`config.mk`:
```
export PLATFORM = sky130hd
export DESIGN_NAME = nco_offset_core
export DESIGN_NICKNAME = d
export VERILOG_FILES = /design/src/rtl/nco_offset_pkg.sv /design/src/rtl/nco_rst_sync.sv /design/src/rtl/nco_word_regs.sv /design/src/rtl/nco_step_sum.sv /design/src/rtl/nco_phase_acc.sv /design/src/rtl/nco_offset_core.sv
export SDC_FILE = /design/constraint.sdc
export NUM_CORES = 1
export LEC_CHECK = 0
export ABC_AREA = 0
export BUFFER_PORTS_ARGS = -buffer_cell sky130_fd_sc_hd__buf_2
export CORE_ASPECT_RATIO = 0.75
export CORE_MARGIN = 3
export CORE_UTILIZATION = 50
export CTS_CLUSTER_SIZE = 40
export DETAILED_ROUTE_END_ITERATION = 16
export GPL_TIMING_DRIVEN = 0
export PLACE_DENSITY_LB_ADDON = 0.05
export SLEW_MARGIN = 20
export SYNTH_ARGS = -nofsm -noshare
export SYNTH_HDL_FRONTEND = slang
export SYNTH_SLANG_ARGS = --single-unit
```
`constraint.sdc`:
```
create_clock -name clk -period 5.12 [get_ports clk]
set_clock_uncertainty 0.05 [all_clocks]
set_input_delay 0.512 -clock clk [delete_from_list [all_inputs] [get_ports clk]]
set_output_delay 0.512 -clock clk [all_outputs]
set_load 0.005 [all_outputs]
```
`src/rtl/nco_offset_pkg.sv`:
```
package nco_offset_pkg;
  localparam int unsigned BYTE_W = 8;

  function automatic int unsigned lanes_of(input int unsigned width);
    return width / BYTE_W;
  endfunction
endpackage

```
`src/rtl/nco_rst_sync.sv`:
```
module nco_rst_sync (
  input  logic clk,
  input  logic rst_n,
  output logic rst_sync_n
);
  logic [1:0] sync_q;
  logic [1:0] sync_d;

  always_comb begin
    sync_d = {sync_q[0], 1'b1};
  end

  always_ff @(posedge clk or negedge rst_n) begin
    if (!rst_n) begin
      sync_q <= 2'b00;
    end else begin
      sync_q <= sync_d;
    end
  end

  assign rst_sync_n = sync_q[1];
endmodule

```
`src/rtl/nco_word_regs.sv`:
```
module nco_word_regs
  import nco_offset_pkg::*;
#(
  parameter int unsigned ACC_W     = 32,
  parameter int unsigned ADDR_W    = 8,
  parameter int unsigned BASE_ADDR = 3
) (
  input  logic              clk,
  input  logic              rst_n,
  input  logic              wr_en,
  input  logic [ADDR_W-1:0] wr_addr,
  input  logic [BYTE_W-1:0] wr_data,
  output logic [ACC_W-1:0]  word_o
);
  localparam int unsigned NUM_LANES = lanes_of(ACC_W);
  localparam int unsigned STAGE_W   = ACC_W - BYTE_W;
  localparam logic [ADDR_W-1:0] TOP_ADDR = ADDR_W'(BASE_ADDR + NUM_LANES - 1);

  logic [STAGE_W-1:0] stage_flat;
  logic [ACC_W-1:0]   word_q;
  logic [ACC_W-1:0]   word_d;
  logic               commit_en;

  for (genvar gl = 0; gl < NUM_LANES - 1; gl++) begin : g_lane
    localparam logic [ADDR_W-1:0] LANE_ADDR = ADDR_W'(BASE_ADDR + gl);
    logic              lane_en;
    logic [BYTE_W-1:0] lane_q;
    logic [BYTE_W-1:0] lane_d;

    assign lane_en = wr_en && (wr_addr == LANE_ADDR);

    always_comb begin
      lane_d = lane_q;
      if (lane_en) begin
        lane_d = wr_data;
      end
    end

    always_ff @(posedge clk or negedge rst_n) begin
      if (!rst_n) begin
        lane_q <= '0;
      end else begin
        lane_q <= lane_d;
      end
    end

    assign stage_flat[gl*BYTE_W +: BYTE_W] = lane_q;
  end

  assign commit_en = wr_en && (wr_addr == TOP_ADDR);

  always_comb begin
    word_d = word_q;
    if (commit_en) begin
      word_d = {wr_data, stage_flat};
    end
  end

  always_ff @(posedge clk or negedge rst_n) begin
    if (!rst_n) begin
      word_q <= '0;
    end else begin
      word_q <= word_d;
    end
  end

  assign word_o = word_q;
endmodule

```
`src/rtl/nco_step_sum.sv`:
```
module nco_step_sum #(
  parameter int unsigned ACC_W = 32,
  parameter int unsigned ERR_W = 16
) (
  input  logic [ACC_W-1:0] word_i,
  input  logic [ERR_W-1:0] err_i,
  output logic [ACC_W-1:0] step_o
);
  localparam int unsigned EXT_W = ACC_W - ERR_W;

  logic [ACC_W-1:0] err_ext;

  always_comb begin
    err_ext = {{EXT_W{err_i[ERR_W-1]}}, err_i};
    step_o  = word_i + err_ext;
  end
endmodule

```
`src/rtl/nco_phase_acc.sv`:
```
module nco_phase_acc #(
  parameter int unsigned ACC_W   = 32,
  parameter int unsigned PHASE_W = 12
) (
  input  logic               clk,
  input  logic               rst_n,
  input  logic [ACC_W-1:0]   step_i,
  output logic [ACC_W-1:0]   acc_o,
  output logic [PHASE_W-1:0] phase_o,
  output logic               wrap_o
);
  logic [ACC_W-1:0] acc_q;
  logic [ACC_W-1:0] acc_d;
  logic             wrap_q;
  logic             wrap_d;

  always_comb begin
    {wrap_d, acc_d} = {1'b0, acc_q} + {1'b0, step_i};
  end

  always_ff @(posedge clk or negedge rst_n) begin
    if (!rst_n) begin
      acc_q  <= '0;
      wrap_q <= 1'b0;
    end else begin
      acc_q  <= acc_d;
      wrap_q <= wrap_d;
    end
  end

  assign acc_o   = acc_q;
  assign phase_o = acc_q[ACC_W-1 -: PHASE_W];
  assign wrap_o  = wrap_q;
endmodule

```
`src/rtl/nco_offset_core.sv`:
```
module nco_offset_core #(
  parameter int unsigned ACC_W     = 32,
  parameter int unsigned ERR_W     = 16,
  parameter int unsigned PHASE_W   = 12,
  parameter int unsigned ADDR_W    = 8,
  parameter int unsigned BASE_ADDR = 3
) (
  input  logic               clk,
  input  logic               rst_n,
  input  logic               wr_en,
  input  logic [ADDR_W-1:0]  wr_addr,
  input  logic [7:0]         wr_data,
  input  logic [ERR_W-1:0]   freq_err,
  output logic [PHASE_W-1:0] phase_out,
  output logic               wrap_pulse
);
  logic             rst_sync_n;
  logic [ACC_W-1:0] fcw_active;
  logic [ACC_W-1:0] step_word;
  logic [ACC_W-1:0] acc_full;

  nco_rst_sync u_rst (
    .clk        (clk),
    .rst_n      (rst_n),
    .rst_sync_n (rst_sync_n)
  );

  nco_word_regs #(
    .ACC_W     (ACC_W),
    .ADDR_W    (ADDR_W),
    .BASE_ADDR (BASE_ADDR)
  ) u_regs (
    .clk     (clk),
    .rst_n   (rst_sync_n),
    .wr_en   (wr_en),
    .wr_addr (wr_addr),
    .wr_data (wr_data),
    .word_o  (fcw_active)
  );

  nco_step_sum #(
    .ACC_W (ACC_W),
    .ERR_W (ERR_W)
  ) u_sum (
    .word_i (fcw_active),
    .err_i  (freq_err),
    .step_o (step_word)
  );

  nco_phase_acc #(
    .ACC_W   (ACC_W),
    .PHASE_W (PHASE_W)
  ) u_acc (
    .clk     (clk),
    .rst_n   (rst_sync_n),
    .step_i  (step_word),
    .acc_o   (acc_full),
    .phase_o (phase_out),
    .wrap_o  (wrap_pulse)
  );
endmodule

```
**After elaboration in Yosys (flattened, before gate mapping)**

Cells that the tools add are included.
W data, S select, Z words.

- Bits in registers: 91
- Word-level logic and storage cells: 17
- Bits of input ports: 35

- Reductions and logical operators: 4
- Add/subtract/negate cells: 2
- Eq/ne operators: 4

Operator list:

| kind | count |
|---|---|
| $add A32 B32 Y33 | 1 |
| $add A32 B32 Y32 | 1 |
| $eq A8 B3 Y1 const B | 3 |
| $eq A8 B2 Y1 const B | 1 |
| $logic_and A1 B1 Y1 | 4 |

**Depth between registers and ports, before layout**

Gate-level depths: netlist (run 1).

- Depth after elaboration: 2
- Gate-level depth with buffers: 21

**Modules after synthesis**

Synthesis (run 1) repeated with hierarchy kept, for this count alone.

- Cells, all modules: 686
- Area total of the unflattened synthesis: 6,990.5 sq um

By module, submodules not included:

| module | seq. area each (sq um) | times used | cells each | area each (sq um) |
|---|---|---|---|---|
| nco_phase_acc | 825.8 | 1 | 316 | 2,897.8 |
| nco_word_regs | 1,401.3 | 1 | 126 | 2,294.7 |
| nco_step_sum | 0.0 | 1 | 241 | 1,744.2 |
| nco_rst_sync | 50.0 | 1 | 3 | 53.8 |

**Worst setup path after synthesis (run 1)**

OpenSTA, ideal clock, no wires.

- Kind: input port to flip-flop
- Start: input freq_err[0]
- End: register u_acc.acc_q[31], in the netlist u_acc.acc_o[31]
- Data arrival time: 4.136 ns
- Slack: 0.854 ns
- Data required time: 4.990 ns
- Stages on the path: 21
- Path buffers: 1
- Cell sequence: ha_1 inv_1 fa_1 nor2b_1 o31a_1 o31ai_1 a22o_1 o31ai_4 a31oi_1 or2_2 xnor2_1 ha_1 clkbuf_1 a21o_1 a21oi_1 o21bai_1 a21oi_1 o21ai_0 a221o_1 a31oi_1 xnor2_1

- Longest elaborated chain between the ends: 2

RTL lines:

| element | line | RTL |
|---|---|---|
| from (decl) | nco_offset_core.sv:13 | `input logic [ERR_W-1:0] freq_err,` |
| $add A32 B32 Y32 | nco_step_sum.sv:15 | `step_o = word_i + err_ext;` |
| $add A32 B32 Y33 | nco_phase_acc.sv:18 | `{wrap_d, acc_d} = {1'b0, acc_q} + {1'b0, step_i};` |
| net u_acc.acc_d[31] | nco_phase_acc.sv:13 | `logic [ACC_W-1:0] acc_d;` |
| to (signal assigned) | nco_phase_acc.sv:23 | `acc_q <= '0;` |
| to (signal assigned) | nco_phase_acc.sv:26 | `acc_q <= acc_d;` |
| to (decl) | nco_phase_acc.sv:12 | `logic [ACC_W-1:0] acc_q;` |

The timed path passes the listed nets, and every way through them passes these cells.
A chain may end at the register's enable or synchronous reset.

**Final worst setup path (run 1)**

- Start: register u_regs.word_q[0], in the netlist u_regs.word_o[0]
- End: register u_acc.acc_q[31], in the netlist u_acc.acc_o[31]

- Longest elaborated chain between the ends: 2

RTL lines:

| element | line | RTL |
|---|---|---|
| from (decl) | nco_word_regs.sv:20 | `logic [ACC_W-1:0] word_q;` |
| from (signal assigned) | nco_word_regs.sv:63 | `word_q <= word_d;` |
| $add A32 B32 Y32 | nco_step_sum.sv:15 |  |
| $add A32 B32 Y33 | nco_phase_acc.sv:18 |  |
| net u_acc.acc_d[31] | nco_phase_acc.sv:13 |  |

The timed path passes the listed nets, and every way through them passes these cells.

==> metrics.cfg, run 1 <==
[clocking]
cts.sinks = 91
cts-root-buf = clkbuf_16
tritoncts = done
cts_buffers = 9
clkLatencyLatePin_ps = 350
cts_buffer_depth = 2
h-tree-depth = 3
clkTransAtPathRegs_ps = 80

[place]
place_congestion = 0.9046
dp_hpwl_um = 11660
portBuffers = 47
dpl_worst_slack_ps = 157.1

[floorplanning]
core_area_um2 = 12480
die_w_um = 137.6
start_util_pct = 52.05
die_h_um = 104.7
dieArea_um2 = 14410
io_pins = 48
num_rows = 35

[detailed_routing]
viasPerCell = 5.664
routedWlPerCell_um = 16.95
via_count = 4933
drt_iter0_markers = 236
final_antenna_net_count = 0
wl_um = 14760
drc = 0
dr.pass1.iters = 5

[setup_path]
crit_chain = ha_1 -> inv_1 -> fa_1 -> nor2b_1 -> o31a_1 -> o31ai_1 -> a22o_1 -> o31ai_4 -> a31oi_1 -> or2_2 -> xnor2_1 -> ha_1 -> clkbuf_1 -> a21o_1 -> a21oi_1 -> o21bai_1 -> a21oi_1 -> o21ai_0 -> a221o_1 -> a31oi_1 -> xnor2_1
cp.arrival_ps = 5030
crit_path_end_kind = register
crit_buf_inv = 2
path_max_fanout = 7
reg2reg_depth = 21
cp-start-kind = register
required_ps = 5350
slowest_delay_ps = 410
crit_slowest_cell = fa_1
cp.depth = 21
cp_top_family = compound AO/OA/AOI/OAI gates
path_class = register to register

[finish]
syn2layout_area_growth_pct = 12.40
nFillCells = 1125
final_net_count = 805
final_cell_mix = dfrtp_1 (90), ha_1 (68), mux2_2 (57), a21oi_1 (56), buf_2 (53)
diodes = 0
final_common_cell = dfrtp_1
multiInputGateArea_um2 = 4016
layout-drive-gt1-share_pct = 21.84
ff_latch_area_um2 = 2281

[global_routing]
grt_pass1_wl_um = 24260
grt_max_degree = 38
grtUsageTotal_pct = 21.34
grt_overflow = 0
antenna_found_initial = 0
grt_pass1_vias = 4768

[timing]
drv_slew = 0
final.min_clock_period_ps = 4806
whs_ps = 195.6
setup_tns_ps = 0
slew_headroom_pct = 56.09
finalSetupViolCount = 0
setup_slack_ps = 313.6
rsz0062_at_grt = false
tightest_slew_ps = 655.1
hold_violations = 0
max_freq_mhz = 208.1
finalCritPeriodShare_pct = 93.88

[power]
finalPower_mw = 3.242
p_per_area_nw_per_um2 = 444.0
leakage_nw = 3.642
ir_drop_mv = 0.2291

[worst_hold_path]
hp-class = register to async pin

[yosys]
synth.avg_cell_area_um2 = 10.17
syn_nets = 744
netlist_area_um2 = 6496
async_reset_ff_share_pct = 100.0
ys_seq_area_share_pct = 35.05
ys.flop_type = dfrtp_1
synth-edff-count = 0
ys_ff_latch = 91
synth_cell_types = 65
syn_inst = 639
yosys_warnings = 0

[flow_run]
drv_cap = 0

[outcome]
status = finished, final reports clean

per-layer routing:
metal | vias up | global-route usage, % | part of all wire [%] | wire (µm)
li1 | 2473 | - | - | -
met1 | 2359 | 33.72 | 54 | 8010
met2 | 86 | 29.81 | 41 | 6088
met3 | 15 | 3.802 | 3.2 | 478
met4 | 0 | 5.271 | 1.3 | 185
met5 | - | 0 | 0 | 0
report_power, final:
part / internal [mW] / switching [mW]
Combinational: 0.729 / 0.847
Clock: 0.385 / 0.308
Sequential: 0.887 / 0.0857
Total: 2.00 / 1.24
metrics by stage:
stage | cells | utilization (%) | cell area, µm²
floorplan | 639 | - | 6496
global placement | 852 | 55.60 | 6939
detailed placement | 854 | 55.95 | 6983
CTS | 871 | 58.45 | 7295
global route | 871 | 58.51 | 7302
finish | 871 | 58.51 | 7302
final timing paths:
check / from / endpoint / slack (ps)
worst max-delay path: u_regs.word_o[0] / u_acc.acc_o[31] / 310
min in group clk: u_rst.sync_q[0] / u_rst.sync_q[1] / 300
worst max register to register: u_regs.word_o[0] / u_acc.acc_o[31] / 310
worst min-delay path: u_rst.sync_q[1] / u_regs.word_o[26] / 200
max in group asynchronous: u_rst.sync_q[1] / u_regs.word_o[9] / 4300
worst min register to register: u_rst.sync_q[1] / u_regs.word_o[26] / 200
cell usage after synthesis (4+ instances only):
master,number,area (µm²)
o31ai_1,5,37.54
o21bai_1,8,60.06
nand3_1,15,75.07
o21a_1,8,60.06
a211o_1,4,35.03
a21oi_1,56,280.3
nor2_1,35,131.4
buf_2,6,30.03
inv_1,19,71.32
clkbuf_1,5,18.77
o21ai_0,22,110.1
ha_1,68,850.8
nor3_1,4,20.02
a31oi_1,8,50.05
xor2_1,17,148.9
and3_1,5,31.28
mux2_2,57,641.9
a21o_1,34,255.2
nand2b_1,6,37.54
nand2_1,32,120.1
a211oi_1,4,30.03
xnor2_1,36,315.3
dfrtp_1,91,2277
nor2b_1,13,81.33
buf_4,12,90.09
a221oi_1,4,35.03
nand4_1,5,31.28
state kept, by name, summed over array words and instances, names as in the netlist:
name                  flops
u_acc.wrap_o              1
u_rst.sync_q              2
u_regs.word_o            32
u_acc.acc_o              32
u_regs.g_lane.lane_q     24
logic make-up after synthesis:
family	count (synthesis)	share of synthesized area (%)
xor+xnor	53	7.146
fa+ha+maj	70	13.71
simple gates	142	11.40
mux	57	9.881
other cells	1	0.05773
flops	91	35.05
buf+inv	42	3.236
compound gates	183	19.51
timing repair:
| action | CTS | global route |
|---|---|---|
| setup buffers | 0 | 0 |
| hold buffers | 1 | 0 |
| resized for setup | 0 | 1 |
| hold endpoints to repair | 2 | 0 |
| setup endpoints to repair | 0 | 1 |
area by class of cell:
cell class	instances	area share, %
multi-input combinational	506	55.00
sequential	91	31.24
timing repair buffer	50	3.907
clock buffer	10	3.136
tap	166	2.844
buffer	23	1.902
clock inverter	6	0.9938
inverter	19	0.9767
No activity file was read; power rests on OpenSTA's default activity.
==> run 2: changes to the inputs <==
--- a/config.mk
+++ b/config.mk
@@ -7,7 +7,6 @@
 export LEC_CHECK = 0
 export ABC_AREA = 0
 export BUFFER_PORTS_ARGS = -buffer_cell sky130_fd_sc_hd__buf_2
-export CORE_ASPECT_RATIO = 0.75
 export CORE_MARGIN = 3
 export CORE_UTILIZATION = 50
 export CTS_CLUSTER_SIZE = 40
==> run 2 against run 1 <==
Compared with the run above:
- via count is 0.55% lower
- total power is 1.6% lower
- count of clock-buffer cells in the layout is 2 higher
- first-iteration DRC count is 17% lower
- critical endpoint unchanged
- largest power group unchanged
- highest routed layer unchanged
==> metrics.cfg, run 2 (synthesis results as in run 1) <==
[detailed_routing]
viasPerCell = 5.600
drc = 0
wl_um = 14370
drt_iter0_markers = 197
via_count = 4906
final_antenna_net_count = 0
dr.pass1.iters = 4
routedWlPerCell_um = 16.40

[timing]
slew_headroom_pct = 55.41
tightest_slew_ps = 665.2
finalSetupViolCount = 0
final.min_clock_period_ps = 4671
setup_slack_ps = 448.9
setup_tns_ps = 0
drv_slew = 0
whs_ps = 259.4
hold_violations = 0
rsz0062_at_grt = false
max_freq_mhz = 214.1
finalCritPeriodShare_pct = 91.23

[clocking]
tritoncts = done
clkTransAtPathRegs_ps = 60
cts.sinks = 91
post-cts-setup-buffers = 0
clkLatencyLatePin_ps = 340
h-tree-depth = 3
cts_buffers = 9
cts-root-buf = clkbuf_16
cts_buffer_depth = 2

[finish]
layout-drive-gt1-share_pct = 21.88
final_net_count = 804
final_cell_mix = dfrtp_1 (90), ha_1 (68), mux2_2 (57), a21oi_1 (56), buf_2 (53)
fin_util_pct = 57.57
final_common_cell = dfrtp_1
syn2layout_area_growth_pct = 12.29
finalInstanceArea_um2 = 7295
fin_cells = 876
nFillCells = 1146
diodes = 0

[worst_hold_path]
hp-class = register to async pin

[place]
place_area_um2 = 6978
dp_cells = 859
portBuffers = 47
dpl_worst_slack_ps = 115.0
dp_hpwl_um = 11290
place_congestion = 0.8226

[global_routing]
grt_max_degree = 55
grtUsageTotal_pct = 20.69
grt.met1_usage_pct = 30.69
met3_usage_pct = 3.959
grt_pass1_wl_um = 23790
grt_pass1_vias = 4758
grt_overflow = 0
grt_use_met2_pct = 31.16
grt_busiest_layer = met2
antenna_found_initial = 0

[setup_path]
required_ps = 5340
crit_chain = ha_1 -> inv_1 -> fa_1 -> nor2b_1 -> o31a_1 -> o31ai_1 -> a22o_1 -> o31ai_4 -> a31oi_1 -> or2_2 -> xnor2_2 -> ha_1 -> clkbuf_1 -> a21o_1 -> a21oi_1 -> o21bai_1 -> a21oi_1 -> o21ai_0 -> a221o_1 -> a31oi_1 -> xnor2_1
rr_startpoint = u_regs.word_o[0]
crit_slowest_cell = fa_1
cp.arrival_ps = 4890
crit_start = u_regs.word_o[0]
cp-start-kind = register
slowest_delay_ps = 410
path_max_fanout = 7
path_class = register to register
rrSetupSlack_ps = 450
crit_path_end_kind = register

[floorplanning]
io_pins = 48
dieArea_um2 = 14400
die_h_um = 120.0
die_w_um = 120.0
start_util_pct = 51.27
core_area_um2 = 12670
num_rows = 41

[power]
ir_drop_mv = 0.2521
leakage_nw = 3.637
p_per_area_nw_per_um2 = 437.2
finalPower_mw = 3.189

[outcome]
status = finished, final reports clean

[flow_run]
drv_cap = 0

==> run 2: cell count changes in the layout (fill, tap and decap cells not counted), sizes merged <==
cell,previous run,this run
clkinvlp,1,2
inv,21,20
clkbuf,15,17
buf,67,66
bufinv,1,0
clkinv,2,1
==> run 2: where the power goes <==
part | internal, mW | switching [mW] | total [mW] | leakage [nW]
Sequential | 0.887 | 0.0862 | 0.973 | 1.18
Clock | 0.372 | 0.286 | 0.657 | 0.141
Combinational | 0.726 | 0.833 | 1.56 | 2.32
Total | 1.98 | 1.20 | 3.19 | 3.64
==> run 2: routing by layer <==
metal  wire length, µm  up-vias  share of wire [%]
li1                  -     2479                  -
met1              7363     2341                 51
met2              6307       74                 44
met3               520       12                3.6
met4               178        0                1.2
met5                 0        -                  0
==> run 2: what timing repair did <==
item                                    in CTS  in global routing
endpoints found under the setup margin       0                  1
hold buffers                                 1                  0
resized for setup                            0                  1
endpoints found under the hold margin        2                  0
==> run 2: worst paths after layout <==
path | endpoint | cells past startpoint
max | u_acc.acc_o[31] | 21
min | u_regs.word_o[26] | 0
max reg2reg | u_acc.acc_o[31] | 21
min reg2reg | u_regs.word_o[26] | 0
max in group asynchronous | u_acc.acc_o[1] | 1
min in group clk | u_rst.sync_q[1] | 0
==> run 2: critical path, delay by kind of cell (launching register included) <==
| family | cells | cell delay, ps |
|---|---|---|
| AND/OR/NAND/NOR | 2 | 470 |
| adder cells (fa/ha/maj) | 3 | 850 |
| flip-flops | 1 | 350 |
| AO/OA/AOI/OAI | 12 | 2280 |
| XOR/XNOR | 2 | 300 |
| buffers and inverters | 2 | 250 |
==> run 2: area by class of cell <==
class / count / area [µm²] / area share [%]
multi-input cells: 506 / 4016 / 55.06
flip-flops and latches: 91 / 2281 / 31.27
repair buffers: 49 / 272.8 / 3.739
clock buffers: 12 / 266.5 / 3.654
well taps: 172 / 215.2 / 2.950
plain buffers: 23 / 138.9 / 1.904
inverters: 19 / 71.32 / 0.9777
clock inverters: 4 / 32.53 / 0.4460
